File: config.mk
export PLATFORM = sky130hd
export DESIGN_NAME = dc_trim_filter
export DESIGN_NICKNAME = d
export VERILOG_FILES = /design/src/rtl/dctrim_pkg.sv /design/src/rtl/dctrim_tracker.sv /design/src/rtl/dctrim_sub.sv /design/src/rtl/dc_trim_filter.sv
export SDC_FILE = /design/constraint.sdc
export NUM_CORES = 1
export LEC_CHECK = 0
export BUFFER_PORTS_ARGS = -buffer_cell sky130_fd_sc_hd__buf_2
export CORE_MARGIN = 2
export CORE_UTILIZATION = 50
export CTS_BUF_LIST = sky130_fd_sc_hd__clkbuf_8
export DETAILED_ROUTE_END_ITERATION = 10
export HOLD_SLACK_MARGIN = 0.02
export PLACE_DENSITY = 0.79
export SYNTH_ARGS = -nofsm -noshare
export SYNTH_HDL_FRONTEND = slang
export SYNTH_SLANG_ARGS = --single-unit
export TNS_END_PERCENT = 50
File: constraint.sdc
create_clock -name clk_i -period 6.7 [get_ports clk_i]
set_input_delay 0.335 -clock clk_i [delete_from_list [all_inputs] [get_ports clk_i]]
set_output_delay 0.335 -clock clk_i [all_outputs]
set_load 0.1 [all_outputs]
File: src/rtl/dctrim_pkg.sv
package dctrim_pkg;
  localparam int DEF_DATA_W = 24;
  localparam int DEF_FRAC_W = 16;
  localparam int DEF_SHIFT  = 13;
  localparam int NUM_CH     = 2;

  typedef enum logic {
    CH_LEFT  = 1'b0,
    CH_RIGHT = 1'b1
  } chan_e;
endpackage

File: src/rtl/dctrim_tracker.sv
module dctrim_tracker #(
  parameter int DATA_W = 24,
  parameter int FRAC_W = 16,
  parameter int SHIFT  = 13
) (
  input  logic                     clk_i,
  input  logic                     rst_ni,
  input  logic                     vld_i,
  input  logic                     freeze_i,
  input  logic signed [DATA_W-1:0] smp_i,
  output logic signed [DATA_W-1:0] off_o
);
  localparam int ACC_W = DATA_W + FRAC_W;

  logic signed [ACC_W-1:0] acc_q, acc_d;
  logic signed [ACC_W-1:0] target;
  logic signed [ACC_W:0]   gap;
  logic signed [ACC_W:0]   step;
  logic                    upd_en;

  always_comb begin
    target = {smp_i, {FRAC_W{1'b0}}};
    gap    = {target[ACC_W-1], target} - {acc_q[ACC_W-1], acc_q};
    step   = gap >>> SHIFT;
    upd_en = vld_i & ~freeze_i;
    acc_d  = acc_q;
    if (upd_en) acc_d = acc_q + step[ACC_W-1:0];
  end

  always_ff @(posedge clk_i or negedge rst_ni) begin
    if (!rst_ni) acc_q <= '0;
    else         acc_q <= acc_d;
  end

  assign off_o = acc_q[ACC_W-1:FRAC_W];

  AST_HOLD_FROZEN: assert property (@(posedge clk_i) disable iff (!rst_ni)
    freeze_i |=> $stable(off_o));
  AST_HOLD_IDLE: assert property (@(posedge clk_i) disable iff (!rst_ni)
    !vld_i |=> $stable(off_o));
endmodule

File: src/rtl/dctrim_sub.sv
module dctrim_sub #(
  parameter int DATA_W = 24
) (
  input  logic                     clk_i,
  input  logic                     rst_ni,
  input  logic                     vld_i,
  input  logic signed [DATA_W-1:0] smp_i,
  input  logic signed [DATA_W-1:0] off_i,
  output logic signed [DATA_W-1:0] out_o
);
  localparam logic signed [DATA_W-1:0] S_MAX = {1'b0, {(DATA_W-1){1'b1}}};
  localparam logic signed [DATA_W-1:0] S_MIN = {1'b1, {(DATA_W-1){1'b0}}};

  logic signed [DATA_W:0]   diff;
  logic signed [DATA_W-1:0] clip;
  logic signed [DATA_W-1:0] out_q, out_d;

  always_comb begin
    diff = {smp_i[DATA_W-1], smp_i} - {off_i[DATA_W-1], off_i};
    if (diff[DATA_W] != diff[DATA_W-1]) clip = diff[DATA_W] ? S_MIN : S_MAX;
    else                                clip = diff[DATA_W-1:0];
    out_d = vld_i ? clip : out_q;
  end

  always_ff @(posedge clk_i or negedge rst_ni) begin
    if (!rst_ni) out_q <= '0;
    else         out_q <= out_d;
  end

  assign out_o = out_q;

  AST_PASS_ZERO_OFF: assert property (@(posedge clk_i) disable iff (!rst_ni)
    (vld_i && off_i == '0) |=> out_o == $past(smp_i));
  AST_OUT_HOLD: assert property (@(posedge clk_i) disable iff (!rst_ni)
    !vld_i |=> $stable(out_o));
endmodule

File: src/rtl/dc_trim_filter.sv
module dc_trim_filter
  import dctrim_pkg::*;
#(
  parameter int DATA_W = DEF_DATA_W,
  parameter int FRAC_W = DEF_FRAC_W,
  parameter int SHIFT  = DEF_SHIFT
) (
  input  logic                     clk_i,
  input  logic                     rst_ni,
  input  logic                     smp_vld_i,
  input  logic signed [DATA_W-1:0] smp_l_i,
  input  logic signed [DATA_W-1:0] smp_r_i,
  input  logic                     freeze_i,
  output logic                     out_vld_o,
  output logic signed [DATA_W-1:0] out_l_o,
  output logic signed [DATA_W-1:0] out_r_o
);
  logic [1:0] rst_sync_q;
  logic       rst_n_int;

  always_ff @(posedge clk_i or negedge rst_ni) begin
    if (!rst_ni) rst_sync_q <= 2'b00;
    else         rst_sync_q <= {rst_sync_q[0], 1'b1};
  end
  assign rst_n_int = rst_sync_q[1];

  logic signed [DATA_W-1:0] smp_a [NUM_CH];
  logic signed [DATA_W-1:0] off_a [NUM_CH];
  logic signed [DATA_W-1:0] out_a [NUM_CH];

  assign smp_a[CH_LEFT]  = smp_l_i;
  assign smp_a[CH_RIGHT] = smp_r_i;

  for (genvar c = 0; c < NUM_CH; c++) begin : g_ch
    dctrim_tracker #(.DATA_W(DATA_W), .FRAC_W(FRAC_W), .SHIFT(SHIFT)) u_trk (
      .clk_i    (clk_i),
      .rst_ni   (rst_n_int),
      .vld_i    (smp_vld_i),
      .freeze_i (freeze_i),
      .smp_i    (smp_a[c]),
      .off_o    (off_a[c])
    );
    dctrim_sub #(.DATA_W(DATA_W)) u_sub (
      .clk_i  (clk_i),
      .rst_ni (rst_n_int),
      .vld_i  (smp_vld_i),
      .smp_i  (smp_a[c]),
      .off_i  (off_a[c]),
      .out_o  (out_a[c])
    );
  end

  logic vld_q, vld_d;
  always_comb vld_d = smp_vld_i;
  always_ff @(posedge clk_i or negedge rst_n_int) begin
    if (!rst_n_int) vld_q <= 1'b0;
    else            vld_q <= vld_d;
  end

  assign out_vld_o = vld_q;
  assign out_l_o   = out_a[CH_LEFT];
  assign out_r_o   = out_a[CH_RIGHT];

  AST_CHANGE_NEEDS_STROBE_L: assert property (@(posedge clk_i) disable iff (!rst_n_int)
    !$stable(out_l_o) |-> out_vld_o);
  AST_CHANGE_NEEDS_STROBE_R: assert property (@(posedge clk_i) disable iff (!rst_n_int)
    !$stable(out_r_o) |-> out_vld_o);
  AST_RESET_QUIET: assert property (@(posedge clk_i)
    !rst_n_int |-> (!out_vld_o && out_l_o == '0 && out_r_o == '0));
endmodule

==> qor.txt, run 1 <==
Finish-stage setup viols = 0
NumNets Final = 1965
post-cts sizing count = 0
Avg Cell Area, Syn = 7.80 um^2
setup_tns = 0 ps
Vias = 13100
number of buffers created by CTS = 17
register bit total from synthesis = 131
EDFF count, synth = 0
Congestion Overflow GR = 0
mapped cell area = 0.0135 mm^2
Worst-path clk slew = 90 ps
final clock skew = 24.1 ps
routed len/inst = 18.9 um
Filler Cells Inserted = 2552
Mapped Cells = 1733
Slew Viols, Final = 0
routability cong. = 1.01
antenna violations before repair = 0
DR pass1 iterations = 6
Layout area overhead = 7.97%
RSZ-0062 raised after global routing = no
post-DP HPWL = 31900 um
first-pass GRT wire length = 63600 um
Setup Crit Path Kind = reg2reg
Final Hold Fails = 0
# diodes = 0
clock sink total = 131
Crit Path Max Fanout = 4
H-tree depth = 4
vias in the first global route = 12000
synth unique cells = 82
dpl cells = 2096
Synth Flop Type = dfrtp_1
Post-synth top cells = a21oi_1 (169), nand2_1 (169), o21ai_0 (150)
period utilization = 0.799
area leader, netlist = dfrtp_1
Core Area = 0.0267 mm^2
DR iter-0 viols = 1325
Chip Width = 168 um
Hold Crit Class = in2async
Boundary Pins = 101
Arrival @ worst endpoint = 5680 ps
clk buf depth = 2
Worst Tran Pin Value = 1210 ps
Max-Cap Viols = 0
root buffer cell = clkbuf_8
Final ANT Viol Nets = 0
CTS tree = yes
Row Count = 60
die footprint = 0.0284 mm^2
largest net degree at the start of global routing = 107
Non-Filler Instances = 2129
Skew-Pair Late Insertion Delay = 470 ps
final WL = 40200 um
element type at the critical path end = register
Via density = 6.15
Async SR Flop Fraction = 1.00
top-area cell type share of the netlist area = 0.243
outcome = finished, final reports clean
IO Port Bufs = 100
Setup Buffers After CTS = 0
Tmin final = 5350 ps
Highest Clock Rate = 187 MHz
sequential-to-total area share from yosys stat = 0.243
CP Launch Type = register
syn nets = 1923
Die Height = 168 um
starting density of the core = 0.506
hold_ws = 175 ps
synth warn = 0
drt drc = 0
top post-synthesis cells by area = dfrtp_1 (24%), ha_1 (12%), xnor2_1 (7.4%), a21oi_1 (6.3%), o21ai_0 (5.6%)
worst endpoint required time = 7030 ps
Max transition margin = 0.190
gr usage total = 0.281
layout cells sized above 1 = 0.0968
## worst paths after layout
check	start	cells after the start	endpoint	slack (ps)
setup / recovery	g_ch[0].u_trk.acc_q[7]	18	g_ch[0].u_trk.acc_q[32]	1350
hold / removal	rst_ni	2	rst_sync_q[1]	180
setup reg to reg	g_ch[0].u_trk.acc_q[7]	18	g_ch[0].u_trk.acc_q[32]	1350
hold reg to reg	rst_sync_q[1]	0	g_ch[0].u_trk.acc_q[7]	280
max in group asynchronous	rst_sync_q[1]	1	g_ch[1].u_sub.out_o[14]	5310
min in group clk_i	rst_sync_q[0]	0	rst_sync_q[1]	360
## layout by cell type, fill, tap and decap left out, types with 8 or more instances in the layout
cell,n
nand4_1,36
nor4_1,14
o2bb2ai_1,22
a211oi_1,14
xnor2_1,114
xor2_1,46
and2_1,11
nor3_1,32
nand2b_1,11
o21a_1,30
o21ai_1,37
dfrtp_1,130
inv_1,110
a21o_1,72
o211ai_1,21
nor2_1,108
and3_1,13
ha_1,134
nand3_1,23
nor2b_1,18
nand2_1,169
clkbuf_8,21
a31oi_1,8
o21ai_0,150
o21bai_1,35
buf_2,100
a21oi_1,169
## critical path: stages (launching register included)
cell      delay, ps
dfrtp_1         410
or4_1           560
nor4_2          410
nand4_1         210
and2_1          240
nor3_1          480
nand2b_1        280
a21oi_1         140
xnor2_1         290
ha_1            330
and3_1          190
a31oi_1         170
o21ai_0         130
a22oi_1         320
nand3b_1        170
a31o_2          300
a221oi_1        320
xor2_1          180
o21ai_1          70
## what timing repair did
action,CTS,global route
endpoints found under the hold margin,2,0
hold buffers,1,0
endpoints found under the setup margin,0,0
## kinds of logic after synthesis
family	share of synthesized area
multiplexers	0.00231
buffers and inverters	0.0567
XOR/XNOR	0.104
AO/OA/AOI/OAI	0.295
flip-flops	0.243
AND/OR/NAND/NOR	0.169
other	0.000278
adder cells (fa/ha/maj)	0.130
## cell type report
cell class / count / area, um^2 / share of cell area
Inverter: 112 / 420 / 0.0288
Clock buffer: 21 / 289 / 0.0198
Sequential cell: 131 / 3280 / 0.225
Tap cell: 341 / 427 / 0.0292
Timing Repair Buffer: 108 / 563 / 0.0386
Multi-Input combinational cell: 1405 / 9480 / 0.650
Clock inverter: 11 / 126 / 0.00866
## through the flow
stage                     worst slack (ps)  utilization  area (um^2)
after floorplan                       2400            -        13500
after global placement                1550        0.530        14200
after detailed placement              1510        0.530        14200
after CTS                             1470        0.546        14600
after global routing                  1050        0.546        14600
final                                 1350        0.546        14600
## flip-flops by register name (all words and copies together) (netlist names)
name              flops
g_ch.u_sub.out_o     48
rst_sync_q            2
out_vld_o             1
g_ch.u_trk.acc_q     80
## metal layers
layer	track usage	part of all wire	wire, um	up-vias
met5	0	0	0	-
met4	0.0967	0.028	1110	0
met3	0.0545	0.081	3260	74
met2	0.411	0.41	16600	560
met1	0.413	0.48	19200	6135
li1	-	-	-	6315
Power of run 1 is left out: the tool's default activity adds up to more than one toggle a clock period on the data nets, which glitch-free logic cannot reach.
==> run 2: changes to the inputs <==
--- a/config.mk
+++ b/config.mk
@@ -11,7 +11,7 @@
 export CTS_BUF_LIST = sky130_fd_sc_hd__clkbuf_8
 export DETAILED_ROUTE_END_ITERATION = 10
 export HOLD_SLACK_MARGIN = 0.02
-export PLACE_DENSITY = 0.79
+export PLACE_DENSITY = 0.82
 export SYNTH_ARGS = -nofsm -noshare
 export SYNTH_HDL_FRONTEND = slang
 export SYNTH_SLANG_ARGS = --single-unit
==> constraint.sdc (replaced) <==
create_clock -name clk_i -period 4.6 [get_ports clk_i]
set_input_delay 0.23 -clock clk_i [delete_from_list [all_inputs] [get_ports clk_i]]
set_output_delay 0.23 -clock clk_i [all_outputs]
set_load 0.1 [all_outputs]
==> run 2 against run 1 <==
  * Sequential share of layout area decreased by 2.2 points
  * Via count grew 6.4%
  * Non-clock buffer count rose by 156
  * Critical path depth unchanged
  * Maximum frequency increased by 18%
  * Final cell count up 7.3%
  * Critical path type unchanged
  * Highest routed layer unchanged
==> qor.txt, run 2 (same netlist as run 1, synthesis figures left out) <==
CTS tree = yes
Slew Viols, Final = 0 (unchanged)
largest net degree at the start of global routing = 88 (-18%)
clock sink total = 131 (unchanged)
routability cong. = 1.04 (+3.0%)
Chip Width = 168 um (unchanged)
first-pass GRT wire length = 66900 um (+5.2%)
starting density of the core = 0.506 (unchanged)
clk buf depth = 2 (unchanged)
worst endpoint required time = 4940 ps (-2090 ps)
Tmin final = 4530 ps (-824 ps)
Placement Setup Slack = -188 ps (-1700 ps)
final WL = 42900 um (+6.6%)
Final ANT Viol Nets = 0 (unchanged)
Row Count = 60 (unchanged)
antenna violations before repair = 0 (unchanged)
number of buffers created by CTS = 17 (unchanged)
layout cells sized above 1 = 0.203 (+0.106)
# diodes = 0 (unchanged)
element type at the critical path end = register
Arrival @ worst endpoint = 4870 ps (-810 ps)
final instance area = 0.0162 mm^2 (+11%)
Setup Crit Path Kind = reg2reg
DP Area = 0.0152 mm^2 (+7.6%)
IO Port Bufs = 100 (unchanged)
Worst Setup EP = g_ch[0].u_trk.acc_q[33]
Worst-path clk slew = 100 ps (about the same)
post-route setup slack = 71.4 ps (-1280 ps)
gr usage total = 0.292 (+0.0112)
vias in the first global route = 12900 (+7.0%)
largest register by flop count = g_ch.u_trk.acc_q
post-DP HPWL = 33500 um (+5.3%)
H-tree depth = 4 (unchanged)
Reg2Reg Capture Point = g_ch[0].u_trk.acc_q[33]
Setup crit start = g_ch[0].u_trk.acc_q[4]
RSZ-0062 raised after global routing = yes
Finish-stage setup viols = 0 (unchanged)
Crit Path Max Fanout = 4 (unchanged)
number of flip-flops under the largest register name = 80 (unchanged)
routed len/inst = 18.8 um (-0.72%)
Hold Crit Class = in2async
Core Area = 0.0267 mm^2 (unchanged)
Layout area overhead = 19.6%
Max-Cap Viols = 0 (unchanged)
drt drc = 0 (unchanged)
Skew-Pair Late Insertion Delay = 470 ps (about the same)
most common cell after layout, fill and taps aside = nand2_1
Worst Tran Pin Value = 779 ps (-429 ps)
most frequent cells in the layout = nand2_1 (168), buf_4 (162), a21oi_1 (161)
CP Launch Type = register
Reg2Reg Depth = 18 (unchanged)
FF-to-FF Start = g_ch[0].u_trk.acc_q[4]
Via density = 6.09 (-0.90%)
Max transition margin = 0.481 (+0.290)
period utilization = 0.984 (+0.186)
Highest Clock Rate = 221 MHz (+18%)
Congestion Overflow GR = 0 (unchanged)
Final Hold Fails = 0 (unchanged)
Vias = 13900 (+6.4%)
Core Util, Final = 0.605 (+0.0589)
final clock skew = 27.2 ps (+3.11 ps)
DR pass1 iterations = 6 (unchanged)
Die Height = 168 um (unchanged)
outcome = finished, final reports clean
root buffer cell = clkbuf_8
NumNets Final = 2121 (+7.9%)
Boundary Pins = 101 (unchanged)
DR iter-0 viols = 1592 (+20%)
die footprint = 0.0284 mm^2 (unchanged)
reg2reg setup slack = 70 ps (-1280 ps)
hold_ws = 75.2 ps (-100 ps)
-- run 2: cell type report --
type	count	area (um^2)
Tap cell	341	427
Inverter	112	420
Sequential cell	131	3280
Clock buffer	18	248
Timing Repair Buffer	264	1750
Fill cell	2356	10600
Multi-Input combinational cell	1405	9890
Clock inverter	14	151
-- run 2: critical path: stages, from the launching register on --
cell and delay, ps:
dfrtp_1 390, or4_4 550, nor4_4 150, buf_4 190, a41oi_4 150, o21a_2 280
o21a_1 200, o21ai_1 150, xor2_1 290, ha_1 300, buf_4 160, and2_1 160
a221o_1 340, o2111ai_4 150, a311o_1 210, o211ai_1 160, a221oi_2 300, xor2_1 190
o21ai_1 90
-- run 2: through the flow --
stage | std cells | TNS, ps
CTS | 2273 | 0
global placement | 2238 | -798
global route | 2285 | -340
finish | 2285 | 0
floorplan | 1733 | 0
detailed placement | 2238 | -955
-- run 2: worst min path at each step --
stage                 from            end  slack, ps  cells after the start
floorplan           rst_ni  rst_sync_q[0]        -70                      0
global placement    rst_ni  rst_sync_q[0]         20                      1
detailed placement  rst_ni  rst_sync_q[0]         20                      1
CTS                 rst_ni  rst_sync_q[1]         50                      2
global route        rst_ni  rst_sync_q[1]         80                      2
finish              rst_ni  rst_sync_q[1]         80                      2
-- run 2: what timing repair did --
action	in CTS	in global routing
cloned	0	0
pin swaps	6	29
setup endpoints to repair	14	27
buffers inserted	2	13
hold buffers	1	0
resized for setup	11	79
endpoints found under the hold margin	2	0
-- run 2: layer usage --
metal  track usage  vias up  part of all wire
met5             0        -                 0
met4        0.0911        0             0.025
met3        0.0348       90             0.072
met2         0.451      599              0.44
met1         0.427     6609              0.46
li1              -     6619                 -
Power of run 2 is left out for the same reason.
